**src/rtl/stk_pkg.sv**
```systemverilog
// Shared types for the stack pointer unit.
// Assumes a single pointer step per cycle of magnitude one.
package stk_pkg;
    typedef enum logic [1:0] {
        STEP_NONE = 2'd0,
        STEP_DN   = 2'd1,
        STEP_UP   = 2'd2
    } step_t;
endpackage

```
**src/rtl/stk_cmd_seq.sv**
```systemverilog
// Command sequencer: turns the four command strobes into one pointer step per
// cycle plus memory access qualifiers. Two-byte transfers take two cycles; the
// second is tracked by busy. Assumes the CPU holds off new commands while busy
// (any that arrive are dropped). A software write cancels a pending second cycle.
module stk_cmd_seq
    import stk_pkg::*;
(
    input  logic  clk,
    input  logic  rst_n,
    input  logic  cmd_push,
    input  logic  cmd_pop,
    input  logic  cmd_call,
    input  logic  cmd_ret,
    input  logic  sw_wr,
    output step_t step,
    output logic  mem_valid,
    output logic  mem_wr,
    output logic  mem_hi_byte,
    output logic  busy
);
    logic busy_q;
    logic kind_call_q;      // 1: second cycle of call, 0: of return
    logic start_call;
    logic start_ret;

    // Decode the current cycle's step with push > pop > call > return priority.
    always_comb begin
        step        = STEP_NONE;
        mem_valid   = 1'b0;
        mem_wr      = 1'b0;
        mem_hi_byte = 1'b0;
        start_call  = 1'b0;
        start_ret   = 1'b0;
        if (busy_q) begin
            mem_valid   = 1'b1;
            mem_wr      = kind_call_q;
            mem_hi_byte = kind_call_q;
            step        = kind_call_q ? STEP_DN : STEP_UP;
        end else if (cmd_push) begin
            mem_valid = 1'b1;
            mem_wr    = 1'b1;
            step      = STEP_DN;
        end else if (cmd_pop) begin
            mem_valid = 1'b1;
            step      = STEP_UP;
        end else if (cmd_call) begin
            mem_valid  = 1'b1;
            mem_wr     = 1'b1;
            step       = STEP_DN;
            start_call = 1'b1;
        end else if (cmd_ret) begin
            mem_valid   = 1'b1;
            mem_hi_byte = 1'b1;
            step        = STEP_UP;
            start_ret   = 1'b1;
        end
    end

    // Track the pending second cycle of a two-byte transfer.
    always_ff @(posedge clk) begin
        if (!rst_n) begin
            busy_q      <= 1'b0;
            kind_call_q <= 1'b0;
        end else begin
            busy_q <= !sw_wr && (start_call || start_ret);
            if (start_call || start_ret)
                kind_call_q <= start_call;
        end
    end

    assign busy = busy_q;
endmodule

```
**src/rtl/stk_addr_gen.sv**
```systemverilog
// Address generator: from the current pointer and the step, forms the memory
// address (pointer for a downward step, pointer+1 for an upward step) and the
// next pointer. Arithmetic wraps at the pointer width.
module stk_addr_gen
    import stk_pkg::*;
#(
    parameter int PTR_W = 11
) (
    input  logic [PTR_W-1:0] sp,
    input  step_t            step,
    output logic [PTR_W-1:0] addr,
    output logic [PTR_W-1:0] sp_next
);
    logic [PTR_W-1:0] sp_inc;
    logic [PTR_W-1:0] sp_dec;

    // Both neighbours of the pointer, wrapping modulo 2**PTR_W.
    assign sp_inc = sp + PTR_W'(1);
    assign sp_dec = sp - PTR_W'(1);

    // Select address and next pointer for the requested step.
    always_comb begin
        unique case (step)
            STEP_DN: begin addr = sp;     sp_next = sp_dec; end
            STEP_UP: begin addr = sp_inc; sp_next = sp_inc; end
            default: begin addr = sp;     sp_next = sp;     end
        endcase
    end
endmodule

```
**src/rtl/stk_ptr_reg.sv**
```systemverilog
// Pointer register with byte-wide software access. Software writes take
// priority over the arithmetic update. Assumes 9 <= PTR_W <= 16; upper bits of
// the high byte read as zero and ignore writes.
module stk_ptr_reg
    import stk_pkg::*;
#(
    parameter int PTR_W    = 11,
    parameter int TOP_ADDR = 11'h7FF
) (
    input  logic             clk,
    input  logic             rst_n,
    input  logic             wr_lo,
    input  logic             wr_hi,
    input  logic [7:0]       wdata,
    input  step_t            step,
    input  logic [PTR_W-1:0] sp_next,
    output logic [PTR_W-1:0] sp,
    output logic [7:0]       rd_lo,
    output logic [7:0]       rd_hi
);
    localparam int HI_W = PTR_W - 8;

    logic [PTR_W-1:0] sp_q;

    // Hold the pointer: reset, software byte writes, then the arithmetic step.
    always_ff @(posedge clk) begin
        if (!rst_n) begin
            sp_q <= PTR_W'(TOP_ADDR);
        end else if (wr_lo || wr_hi) begin
            if (wr_lo) sp_q[7:0]       <= wdata;
            if (wr_hi) sp_q[PTR_W-1:8] <= wdata[HI_W-1:0];
        end else if (step != STEP_NONE) begin
            sp_q <= sp_next;
        end
    end

    assign sp    = sp_q;
    assign rd_lo = sp_q[7:0];
    assign rd_hi = {{(16-PTR_W){1'b0}}, sp_q[PTR_W-1:8]};
endmodule

```
**src/rtl/stk_ptr_unit.sv**
```systemverilog
// Top of the downward stack pointer unit: sequencer, address generator and
// byte-accessible pointer register. Memory array and command decode are
// outside. Commands are expected one at a time; priority resolves overlaps.
module stk_ptr_unit
    import stk_pkg::*;
#(
    parameter int PTR_W    = 11,
    parameter int TOP_ADDR = 11'h7FF
) (
    input  logic             clk,
    input  logic             rst_n,
    input  logic             cmd_push,
    input  logic             cmd_pop,
    input  logic             cmd_call,
    input  logic             cmd_ret,
    input  logic             sw_wr_lo,
    input  logic             sw_wr_hi,
    input  logic [7:0]       sw_wdata,
    output logic [7:0]       sw_rdata_lo,
    output logic [7:0]       sw_rdata_hi,
    output logic [PTR_W-1:0] sp_q,
    output logic [PTR_W-1:0] mem_addr,
    output logic             mem_valid,
    output logic             mem_wr,
    output logic             mem_hi_byte
);
    step_t            step_w;
    logic             busy_w;
    logic [PTR_W-1:0] sp_next_w;

    stk_cmd_seq u_seq (
        .clk        (clk),
        .rst_n      (rst_n),
        .cmd_push   (cmd_push),
        .cmd_pop    (cmd_pop),
        .cmd_call   (cmd_call),
        .cmd_ret    (cmd_ret),
        .sw_wr      (sw_wr_lo | sw_wr_hi),
        .step       (step_w),
        .mem_valid  (mem_valid),
        .mem_wr     (mem_wr),
        .mem_hi_byte(mem_hi_byte),
        .busy       (busy_w)
    );

    stk_addr_gen #(.PTR_W(PTR_W)) u_addr (
        .sp     (sp_q),
        .step   (step_w),
        .addr   (mem_addr),
        .sp_next(sp_next_w)
    );

    stk_ptr_reg #(.PTR_W(PTR_W), .TOP_ADDR(TOP_ADDR)) u_reg (
        .clk    (clk),
        .rst_n  (rst_n),
        .wr_lo  (sw_wr_lo),
        .wr_hi  (sw_wr_hi),
        .wdata  (sw_wdata),
        .step   (step_w),
        .sp_next(sp_next_w),
        .sp     (sp_q),
        .rd_lo  (sw_rdata_lo),
        .rd_hi  (sw_rdata_hi)
    );
endmodule

```
**config.mk**
```make
export PLATFORM = sky130hd
export DESIGN_NAME = stk_ptr_unit
export DESIGN_NICKNAME = d
export VERILOG_FILES = /design/src/rtl/stk_pkg.sv /design/src/rtl/stk_cmd_seq.sv /design/src/rtl/stk_addr_gen.sv /design/src/rtl/stk_ptr_reg.sv /design/src/rtl/stk_ptr_unit.sv
export SDC_FILE = /design/constraint.sdc
export NUM_CORES = 1
export LEC_CHECK = 0
export ABC_AREA = 1
export ABC_CLOCK_PERIOD_IN_PS = 4700
export BUFFER_PORTS_ARGS = -buffer_cell sky130_fd_sc_hd__buf_2
export CAP_MARGIN = 20
export CORE_MARGIN = 4
export CORE_UTILIZATION = 40
export CTS_BUF_LIST = sky130_fd_sc_hd__clkbuf_4
export DETAILED_ROUTE_END_ITERATION = 10
export GPL_TIMING_DRIVEN = 0
export PLACE_DENSITY = 0.68
export SKIP_LAST_GASP = 1
export SYNTH_ARGS = -nofsm -noshare
export SYNTH_HDL_FRONTEND = slang
export SYNTH_SLANG_ARGS = --single-unit
```
**constraint.sdc**
```tcl
create_clock -name clk -period 4.7 [get_ports clk]
set_input_delay 1.175 -clock clk [delete_from_list [all_inputs] [get_ports clk]]
set_output_delay 1.175 -clock clk [all_outputs]
set_load 0.005 [all_outputs]
```
======== Word level (Yosys, flattened, before mapping) ========
Index checks and enable logic that the tools add are counted.
word-level totals
  register bits ........................... 13
  bits in latches ......................... 0
  RAM bits ................................ 0
  memory bits (read-only) ................. 0
  input bits .............................. 16
  output and inout bits ................... 41
  memories kept ........................... 0
operators by class
  $add $sub $neg .......................... 2
  $mul .................................... 0
  div/mod/pow operators ................... 0
  order comparisons ....................... 0
  equal/unequal tests ..................... 4
  shifts and indexed selects .............. 0
  muxes and demuxes ....................... 28
  bitwise gates (word level) .............. 1
  reduce and logical (&&, ||, !) cells .... 9
operators with widths
  kind                     count
  $mux W11                 3
  $pmux W11 S2             1
  $mux W1                  16
  $mux W2                  6
  $add A11 B1 Y11 const B  1
  $sub A11 B1 Y11 const B  1
  $mux W8                  1
  $reduce_and A3 Y1        2
  $ne A2 B2 Y1 const B     2
  $reduce_bool A2 Y1       2
  $mux W3                  1
  $reduce_bool A3 Y1       1
  $eq A2 B1 Y1 const B     1
  $eq A2 B2 Y1 const B     1
  $logic_or A1 B1 Y1       2
  $logic_and A1 B1 Y1      1
  $logic_not A1 Y1         1
  $or A1 B1 Y1             1

======== Logic depth before layout (Yosys ltp) ========
  depth after elaboration ................. 9
  mapped depth ............................ 12

======== Hierarchy ========
Synthesis repeated with hierarchy kept, for this count alone.
unflattened totals
  cell total of the unflattened synthesis .. 305
  area total of the unflattened synthesis .. 1720.4 µm²
modules (own cells, without submodules)
  module        instances  cells each  area an instance (µm²)  seq. area each (µm²)
  stk_addr_gen  1          171         804.5                   0.0
  stk_ptr_reg   1          105         757.0                   220.2
  stk_cmd_seq   1          26          147.6                   40.0
  stk_ptr_unit  1          3           11.3                    0.0

======== Worst setup path after synthesis ========
OpenSTA, ideal clock, no wires.
  kind .................................... in2out
  start point ............................. input port cmd_push
  end point ............................... output port mem_addr[0]
  arrival time ............................ 2.401 ns
  path slack .............................. 1.124 ns
  cell stages on the path ................. 7
  cells stage by stage .................... nor2_1 > inv_1 > o22ai_1 > ha_1 > inv_1 > buf_4 > ha_1
on the way
  word-level cells in the longest chain between the ends .. 4
ends and longest elaborated chain
  what          RTL line            source
  from (decl)   stk_ptr_unit.sv:12  input logic cmd_push,
  $mux W2       stk_cmd_seq.sv:39   end else if (cmd_push) begin
  $mux W2       stk_cmd_seq.sv:34   if (busy_q) begin
  $eq A2 B2 Y1  stk_addr_gen.sv:23  unique case (step)
  $mux W11      stk_addr_gen.sv:23
  to (decl)     stk_ptr_unit.sv:22  output logic [PTR_W-1:0] mem_addr,
No other way between the ends.

======== Worst setup path in the final report ========
  start point ............................. input port cmd_push
  end point ............................... output port mem_addr[1]
Same word-level chain as after synthesis.

==> out/summary.txt <==
status = completed
Clock Skews = 3.94 ps
leading area contributor after synthesis = dfxtp_1
Achievable Freq = 251 MHz
cts repair resizes = 0
CP cell instances = buf_2 -> nor2_1 -> inv_1 -> o22ai_1 -> ha_1 -> clkbuf_1 -> o21ai_0 -> buf_2
most frequent cells in the layout = nand2_1 (59), buf_2 (51), inv_1 (34)
Finished Cell Area = 1810 sq um
Crit. End Element = output pin
Synth cell types = 30
flops & latches, synth = 13
mean post-synth cell area = 5.96 sq um
CP Max Fanout = 10
CP Launch Type = input port
# clock sinks = 13
P_leak = 0.976 nW
Setup Crit Path Kind = in -> out
row cnt = 21
Max stage delay cell, worst path = clkbuf_1
Synth area leaders = dfxtp_1 (18%), nand2_1 (15%), buf_4 (9.2%)
Fin. Hold Viols = 0
top-area cell type share of the netlist area = 17.8%
drt drc = 0
post-route ant nets = 0
vias per cell = 4.88
area grow syn2layout = 24.1%
drt wl/cell = 11.5 microns
Tightest Pin Transition = 528 ps
CTS tree = built
# IOs = 57
Skew-Pair Late Insertion Delay = 280 ps
nets@finish = 326
WL final = 4000 microns
unrepaired setup endpoints after global routing = false
max cap viols = 0
first-pass GRT wire length = 6240 microns
Mapped Cells = 245
required time of the critical path = 3520 ps
Starting Density = 42.5%
Final Setup Violations = 0
ant diodes = 0
register area share after synthesis = 17.8%
Num CTS Buffers = 3
post-CTS setup buffer count = 0
fin crit share = 84.8%
DPL Wire Length = 3200 microns
Setup TNS Final = 0 ps
initial antenna violation count = 0
worst hold slack = 512 ps
VDD IR-drop max = 96.1 uV
clock input transition at the sequential cells of the worst setup and hold paths = 80 ps
CTS Root Cell = clkbuf_4
slowest stage delay, CP = 390 ps
Critical Path AT = 2810 ps
Post-Synth Simple-Gate Area = 36.1%
hold buffers post-CTS = 0
width of the die = 68.4 microns
Final Total Pwr = 0.397 mW
DP Cell Count = 345
global route total overflow = 0
Pwr Density = 219 nW/um^2
CP dominant cell by count = buf_2
CTS H-tree depth = 1
most common cell after layout, fill and taps aside = nand2_1
Compound-Gate Fraction of Synth Area = 18.8%
Final Critical Period = 3980 ps
number of DRC markers in iteration 0 = 140
Ys Warns = 0
adder-cell area share of the yosys netlist = 5.14%
Cell Area, Placed = 1780 sq um
relative slew slack = 64.7%
vias in the first global route = 1390
largest family of logic cells by synthesized area = simple AND/OR/NAND/NOR gates
Synth Area in XOR/XNOR = 1.20%
post-synthesis mux area share = 0%
register area = 260 sq um
CTS max path bufs = 2
Post-Layout Cell Count = 349
Multi-input gate area = 913 sq um
setup slack at placement = 691 ps
final worst slack = 716 ps
Core ar. = 3440 sq um
Finished Core Util = 52.7%
largest net degree at the start of global routing = 11
HP Class = reg -> reg
DR pass1 iterations = 4
gpl congestion = 0.845
via count = 1704
fillcell total = 398
Tot GR Track Use = 17.4%
full die area = 4680 sq um
layout cells sized above 1 = 27.7%
Syn Std Cell Area = 1460 sq um
max-slew violations = 0
Chip Height = 68.4 microns
I/O Buffers = 50
worst max-delay path, delay by kind of cell:
kind,cells,cell delay (ps)
fa+ha+maj,1,300
simple gates,1,210
compound gates,2,390
buf+inv,4,740
cells in the mapped netlist (all sizes together):
cell type	count
o211ai	3
nor2	24
clkbuf	3
clkinv	1
a31oi	2
o21bai	1
nand3b	1
nor3	1
conb	1
o41ai	1
dfxtp	13
nand4	5
xor2	2
a21oi	9
nand3	27
inv	34
o21ai	28
o22ai	3
nand2	61
buf	19
ha	6
final timing paths:
kind / slack [ps] / start / depth (start not counted) / end
hold / removal: 510 / u_seq.kind_call_q / 2 / u_seq.kind_call_q
hold reg to reg: 510 / u_seq.kind_call_q / 2 / u_seq.kind_call_q
setup / recovery: 720 / cmd_push / 8 / mem_addr[1]
setup reg to reg: 2470 / u_seq.busy / 11 / u_reg.sp[0]
kinds of logic (layout without fill, tap and decap cells):
logic type,after synthesis,count (layout)
simple gates,119,119
buf+inv,57,111
compound gates,47,47
flops,13,13
fa+ha+maj,6,6
xor+xnor,2,2
other cells,1,5
layout make-up:
type                            count  share of cell area (%)
Buffer                             22                    9.45
Multi-Input combinational cell    179                    50.3
Sequential cell                    13                    14.3
Timing Repair Buffer               50                    13.8
Clock buffer                        4                    1.66
Tap cell                           46                    3.17
Inverter                           35                    7.24
metal layers:
metal | up-vias | routed length (microns) | track usage, %
met5 | - | 0 | 0
met3 | 5 | 306 | 1.64
met2 | 52 | 1770 | 27.1
met1 | 755 | 1870 | 25.0
met4 | 0 | 56 | 5.21
li1 | 892 | - | -
flip-flops by register name (all words and copies together), names as in the netlist:
signal	cells
u_seq.busy	1
u_reg.sp	11
u_seq.kind_call_q	1
power breakdown:
group / leakage, nW / switching [mW] / internal, mW
logic: 0.850 / 0.0992 / 0.0809
registers: 0.108 / 0.0187 / 0.120
clock network: 0.0184 / 0.0394 / 0.0388
total: 0.976 / 0.157 / 0.240
Power figures use the tool's default switching activity.
